### src/rtl/sma_pkg.sv
package sma_pkg;

    typedef enum logic [1:0] {
        RAMP_IDLE = 2'd0,
        RAMP_DOWN = 2'd1,
        RAMP_UP   = 2'd2
    } ramp_dir_e;

    // Smooth S-curve gain for level lvl out of steps, scaled by 2**cw.
    // Approximates a raised half-cosine; evaluated at elaboration only.
    function automatic longint ramp_gain(input int lvl, input int steps, input int cw);
        longint l3;
        longint num;
        longint den;
        l3  = longint'(lvl);
        num = (3 * l3 * l3 * longint'(steps)) - (2 * l3 * l3 * l3);
        den = longint'(steps) * longint'(steps) * longint'(steps);
        return (num <<< cw) / den;
    endfunction

    // Clip a signed value into a w-bit two's complement range.
    function automatic longint sat_clip(input longint v, input int w);
        longint hi;
        longint lo;
        hi = (longint'(1) <<< (w - 1)) - 1;
        lo = -hi - 1;
        if (v > hi) return hi;
        if (v < lo) return lo;
        return v;
    endfunction

endpackage

### src/rtl/sma_ramp.sv
module sma_ramp #(
    parameter int STEPS = 32,
    parameter int HOLD  = 31,
    parameter int CW    = 16,
    localparam int LW   = $clog2(STEPS + 1),
    localparam int HW   = $clog2(HOLD + 1)
) (
    input  logic          clk,
    input  logic          rst,
    input  logic          step,
    input  logic          mute_n,
    output logic [CW:0]   gain,
    output logic [LW-1:0] level
);
    import sma_pkg::*;

    localparam logic [LW-1:0] TOP_LVL  = LW'(STEPS);
    localparam logic [HW-1:0] HOLD_END = HW'(HOLD - 1);

    logic [LW-1:0] lvl_q;
    logic [HW-1:0] cnt_q;
    ramp_dir_e     dir;
    logic [CW:0]   gain_rom [STEPS+1];

    for (genvar k = 0; k <= STEPS; k++) begin : g_rom
        localparam longint GV = ramp_gain(k, STEPS, CW);
        assign gain_rom[k] = (CW+1)'(GV);
    end

    always_comb begin
        dir = RAMP_IDLE;
        if (!mute_n && lvl_q != '0)
            dir = RAMP_DOWN;
        else if (mute_n && lvl_q != TOP_LVL)
            dir = RAMP_UP;
    end

    always_ff @(posedge clk) begin
        if (rst) begin
            lvl_q <= TOP_LVL;
            cnt_q <= '0;
        end else if (step) begin
            if (dir != RAMP_IDLE) begin
                if (cnt_q == '0)
                    lvl_q <= (dir == RAMP_UP) ? lvl_q + 1'b1 : lvl_q - 1'b1;
                cnt_q <= (cnt_q == HOLD_END) ? '0 : cnt_q + 1'b1;
            end else begin
                cnt_q <= '0;
            end
        end
    end

    assign gain  = gain_rom[lvl_q];
    assign level = lvl_q;

    // the level never moves by more than one step per clock
    a_r7_single_step: assert property (@(posedge clk) disable iff (rst)
        (lvl_q != $past(lvl_q)) |->
            ((lvl_q == $past(lvl_q) + 1'b1) || (lvl_q == $past(lvl_q) - 1'b1)));

    // without a strobe the level stays put
    a_r4_no_move_idle: assert property (@(posedge clk) disable iff (rst)
        !step |=> $stable(lvl_q));

    // a level change always heads where the mute control points
    a_r1_direction: assert property (@(posedge clk) disable iff (rst)
        (step && !mute_n) |=> (lvl_q <= $past(lvl_q)));

endmodule

### src/rtl/sma_chan.sv
module sma_chan #(
    parameter int SW = 20,
    parameter int CW = 16,
    localparam int PW = SW + CW + 2
) (
    input  logic signed [SW-1:0] x,
    input  logic        [CW:0]   gain,
    input  logic                 atten,
    output logic signed [SW-1:0] y
);
    import sma_pkg::*;

    localparam logic signed [PW-1:0] RND_PLAIN = PW'(1) <<< (CW - 1);
    localparam logic signed [PW-1:0] RND_QUART = PW'(1) <<< (CW + 1);

    logic signed [PW-1:0] prod;
    logic signed [PW-1:0] biased;
    logic signed [PW-1:0] shifted;

    always_comb begin
        prod    = PW'(x) * PW'($signed({1'b0, gain}));
        biased  = prod + (atten ? RND_QUART : RND_PLAIN);
        shifted = atten ? (biased >>> (CW + 2)) : (biased >>> CW);
        y       = SW'(sat_clip(longint'(shifted), SW));
    end

endmodule

### src/rtl/soft_mute_atten.sv
module soft_mute_atten #(
    parameter int SW    = 20,
    parameter int CW    = 16,
    parameter int STEPS = 32,
    parameter int HOLD  = 31,
    localparam int NCH  = 2,
    localparam int LW   = $clog2(STEPS + 1)
) (
    input  logic                 clk,
    input  logic                 rst,
    input  logic                 in_valid,
    input  logic signed [SW-1:0] in_left,
    input  logic signed [SW-1:0] in_right,
    input  logic                 mute_n,
    input  logic                 atten_n,
    output logic                 out_valid,
    output logic signed [SW-1:0] out_left,
    output logic signed [SW-1:0] out_right
);
    localparam logic [CW:0] UNITY = (CW+1)'(1) << CW;

    logic [CW:0]          ramp_gain_w;
    logic [LW-1:0]        ramp_level;
    logic signed [SW-1:0] ch_x [NCH];
    logic signed [SW-1:0] ch_y [NCH];

    assign ch_x[0] = in_left;
    assign ch_x[1] = in_right;

    sma_ramp #(.STEPS(STEPS), .HOLD(HOLD), .CW(CW)) u_ramp (
        .clk    (clk),
        .rst    (rst),
        .step   (in_valid),
        .mute_n (mute_n),
        .gain   (ramp_gain_w),
        .level  (ramp_level)
    );

    for (genvar c = 0; c < NCH; c++) begin : g_ch
        sma_chan #(.SW(SW), .CW(CW)) u_chan (
            .x     (ch_x[c]),
            .gain  (ramp_gain_w),
            .atten (~atten_n),
            .y     (ch_y[c])
        );
    end

    always_ff @(posedge clk) begin
        if (rst) begin
            out_valid <= 1'b0;
            out_left  <= '0;
            out_right <= '0;
        end else begin
            out_valid <= in_valid;
            if (in_valid) begin
                out_left  <= ch_y[0];
                out_right <= ch_y[1];
            end
        end
    end

    // nothing changes at the output between strobes
    a_r4_hold_between: assert property (@(posedge clk) disable iff (rst)
        !in_valid |=> (!out_valid && $stable(out_left) && $stable(out_right)));

    // full level without attenuation is an exact pass-through
    a_r3_unity_pass: assert property (@(posedge clk) disable iff (rst)
        (in_valid && ramp_gain_w == UNITY && atten_n) |=>
            (out_left == $past(in_left) && out_right == $past(in_right)));

    // the bottom of the ramp is true silence
    a_r1_silent: assert property (@(posedge clk) disable iff (rst)
        (in_valid && ramp_level == '0) |=> (out_left == '0 && out_right == '0));

    // one gain for both channels
    a_r8_matched: assert property (@(posedge clk) disable iff (rst)
        (in_valid && in_left == in_right) |=> (out_left == out_right));

endmodule

### config.mk
export PLATFORM = sky130hd
export DESIGN_NAME = soft_mute_atten
export DESIGN_NICKNAME = d
export VERILOG_FILES = /design/src/rtl/sma_pkg.sv /design/src/rtl/sma_ramp.sv /design/src/rtl/sma_chan.sv /design/src/rtl/soft_mute_atten.sv
export SDC_FILE = /design/constraint.sdc
export NUM_CORES = 2
export LEC_CHECK = 0
export ABC_AREA = 1
export BUFFER_PORTS_ARGS = -buffer_cell sky130_fd_sc_hd__buf_2
export CAP_MARGIN = 20
export CORE_MARGIN = 5
export CORE_UTILIZATION = 50
export CTS_CLUSTER_DIAMETER = 80
export DETAILED_ROUTE_END_ITERATION = 8
export GPL_TIMING_DRIVEN = 0
export PLACE_DENSITY_LB_ADDON = 0.25
export SLEW_MARGIN = 20
export SYNTH_ARGS = -nofsm -noshare
export SYNTH_HDL_FRONTEND = slang
export SYNTH_SLANG_ARGS = --single-unit
### constraint.sdc
create_clock -name clk -period 11 [get_ports clk]
set_input_delay 3.3 -clock clk [delete_from_list [all_inputs] [get_ports clk]]
set_output_delay 3.3 -clock clk [all_outputs]
set_load 0.02 [all_outputs]
==> results.md <==
* Layout cells sized above 1 at 0.0460
* Drt via density at 5.28
* Most frequent cells in the layout: 891 x inv_1, 683 x nand2_1, 595 x fa_1
* FF+latch count, synth at 52
* RSZ-0062 raised after global routing: false
* PostCTS Resize Cnt at 0
* Initial Utilization at 0.507
* Achievable Freq at roughly 98 MHz
* Post-synth cell types at 48
* Synth top area share at 0.435
* Die ar. at 0.0595 mm2
* Sink Count at 52
* Worst Hold End: out_right[19]
* Total gr overflow at 0
* H-Tree Depth at 2
* CTS tree: done
* FF-to-FF Start: u_ramp.level[0]
* Final nets at 4515
* Number of global-route vias before repair at 24434
* Worst reg-to-reg setup slack at ~1500 ps
* Hold Buf Count CTS at 0
* Min Clock Period, post-route at approximately 10000 ps
* Post-synth EDFFs at 0
* Cell Area, Synth at 0.0274 mm2
* Post-CTS setup buffers at 0
* Synth top area cells: fa_1 44%, ha_1 12%, inv_1 12%
* CTS root buf: clkbuf_16
* Syn. warnings at 0
* P_leak at 0.0159 uW
* WP data arrival at 10340 ps
* Max rail drop VDD at ~0.23 mV
* Drt initial violations at ~1700
* Gate Count Post-Synth at 3543
* Crit share post-route at 0.923
* Clock transition at path regs at 70 ps
* Routed WL at 83000 um
* Most used DFF post-synth: dfxtp_1
* CP startpoint kind: input pin
* Synth async-reset ratio at 0
* Commonest non-fill, non-tap cell in the layout: inv_1
* Multi-input gate area at 0.0224 mm2
* Top Ports at 86
* Outcome: complete, no violations
* Hold slack at 467 ps
* Syn Area/Cell at approximately 7.7 um2
* Cell Rows at 85
* Hold Path Depth at 2
* Die Ht at 244 um
* Detail Route Antenna Nets at 0
* Largest net degree at the start of global routing at 18
* DRT Pass-1 Iters at 5
* Insertion delay to the later sink of the worst-skew pair at 300 ps
* Critical path type: in -> reg
* CP startpoint: in_left[19]
* Area leader, netlist: fa_1
* Clk buf depth at 2
* Slew @ Worst Pin at 1120 ps
* DR WL/cell at 19.3 um
* Initial antenna violation count at 2
* # Max-Cap Violations at 0
* Final setup skew at 7.06 ps
* Hold Vio Cnt, Final at 0
* Total CTS buffers at 5
* Total core area at 0.0540 mm2
* Routability cong. at just under 1
* Synthesized net count at 4452
* Register Area at 0.00104 mm2
* Max_slew headroom at 0.257
* DRC viols at 0
* Max Slew Vio Count at 0
* HP Start: out_right[19]
* PD cells at 174 mW/mm2
* Peak fanout along the critical path at 10
* Worst Path Required at 11190 ps
* DR vias at between 20000 and 25000
* Sequential fraction of the synthesis area at 0.0380
* Hold Path Class: reg -> reg
* Tot GR Track Use at 0.287
* Die width at 244 um
* Final Setup Violations at 0
* First-pass GRT wire length at 133000 um
* Post-DP HPWL at 71600 um
* R2R cell count at 34
* Reg2reg end: out_left[15]
* PortBufs at 56
* Critical Path Sink Type: flip-flop
* Fill count at 5378
* TNS Setup at 0 ps
* P&R area growth vs syn at 4.79%
==> synthesized netlist by cell type (4+ instances only) <==
| cell type | count |
|---|---|
| o21ai_0 | 88 |
| xor2_1 | 14 |
| nand2_1 | 683 |
| xnor2_1 | 15 |
| a21o_1 | 13 |
| nor4_1 | 7 |
| nand2_2 | 33 |
| ha_1 | 269 |
| a21boi_0 | 4 |
| o21bai_1 | 9 |
| clkinv_1 | 8 |
| nand4_1 | 8 |
| fa_1 | 595 |
| o211ai_1 | 7 |
| buf_1 | 26 |
| dfxtp_1 | 52 |
| nor2_1 | 399 |
| inv_2 | 6 |
| inv_1 | 891 |
| nand3_1 | 117 |
| a21oi_1 | 114 |
| buf_2 | 4 |
| nor3_1 | 14 |
| a21oi_2 | 12 |
| nand3b_1 | 11 |
| o21a_1 | 4 |
| clkbuf_1 | 80 |
| or2_2 | 28 |
==> area by class of cell <==
type,instances,area share
inverters,906,0.119
plain buffers,115,0.0168
clock buffers,5,0.00436
well taps,696,0.0304
repair buffers,56,0.00977
diodes,5,0.000436
flip-flops and latches,52,0.0363
multi-input cells,2470,0.782
clock inverters,3,0.000785
==> how the worst max path moves through the flow <==
| stage | to | slack, ps | cells past startpoint |
|---|---|---|---|
| 2_1_floorplan | out_left[18] | 1860 | 24 |
| 4_1_cts | out_left[15] | 870 | 26 |
| 5_1_grt | out_left[12] | 510 | 26 |
| 3_3_place_gp | out_left[18] | 640 | 26 |
| 6_report | out_left[15] | 840 | 26 |
| 3_5_place_dp | out_left[15] | 560 | 26 |
==> cell families (layout without fill, tap and decap cells) <==
| kind of cell | count (synthesis) | count (layout) | share of synthesized area |
|---|---|---|---|
| simple gates | 1312 | 1312 | 0.197 |
| buf+inv | 1021 | 1085 | 0.142 |
| fa+ha+maj | 864 | 864 | 0.558 |
| compound gates | 265 | 265 | 0.0553 |
| flops | 52 | 52 | 0.0380 |
| xor+xnor | 29 | 29 | 0.00928 |
| other cells | 0 | 5 | 0 |
==> stage by stage <==
step | power [uW] | setup WS (ps) | std cells | area (um2) | util
floorplan | 3440 | 1860 | 3543 | 27400 | -
global placement | 4790 | 639 | 4295 | 28500 | 0.528
detailed placement | 4800 | 564 | 4295 | 28500 | 0.528
CTS | 5010 | 873 | 4303 | 28700 | 0.531
global route | 5560 | 509 | 4304 | 28700 | 0.531
finish | 4980 | 844 | 4308 | 28700 | 0.531
==> sequential cells by signal, indices dropped and copies added, names as in the netlist <==
register and flops:
out_left 20, out_right 20, u_ramp.level 6, u_ramp.cnt_q 5, out_valid 1
==> power by group <==
group	total [uW]	switching (uW)	internal (uW)
logic	4520	2930	1590
registers	304	40.2	264
clock network	160	75.2	85.3
==> critical path, cell delays in order <==
cell and delay, ps:
buf_2 150, inv_1 70, clkbuf_1 390, nor2_1 220, fa_1 750, inv_1 150, fa_1 560, inv_1 330
fa_1 520, fa_1 530, fa_1 490, inv_1 50, fa_1 490, inv_1 50, ha_1 360, a21oi_1 300
o21ai_0 190, nor2_1 250, nor2_1 60, nor2_1 190, nand2_1 100, nand2_1 80, nand2_2 130, a21oi_4 360
buf_8 200, a21oi_2 60
==> metal layers <==
metal	vias up	GRT usage	wire, um
li1	10534	-	-
met1	11203	0.354	32300
met2	788	0.504	40800
met3	234	0.0377	5050
met4	0	0.129	4860
met5	-	0	0
Power figures use the tool's default switching activity.
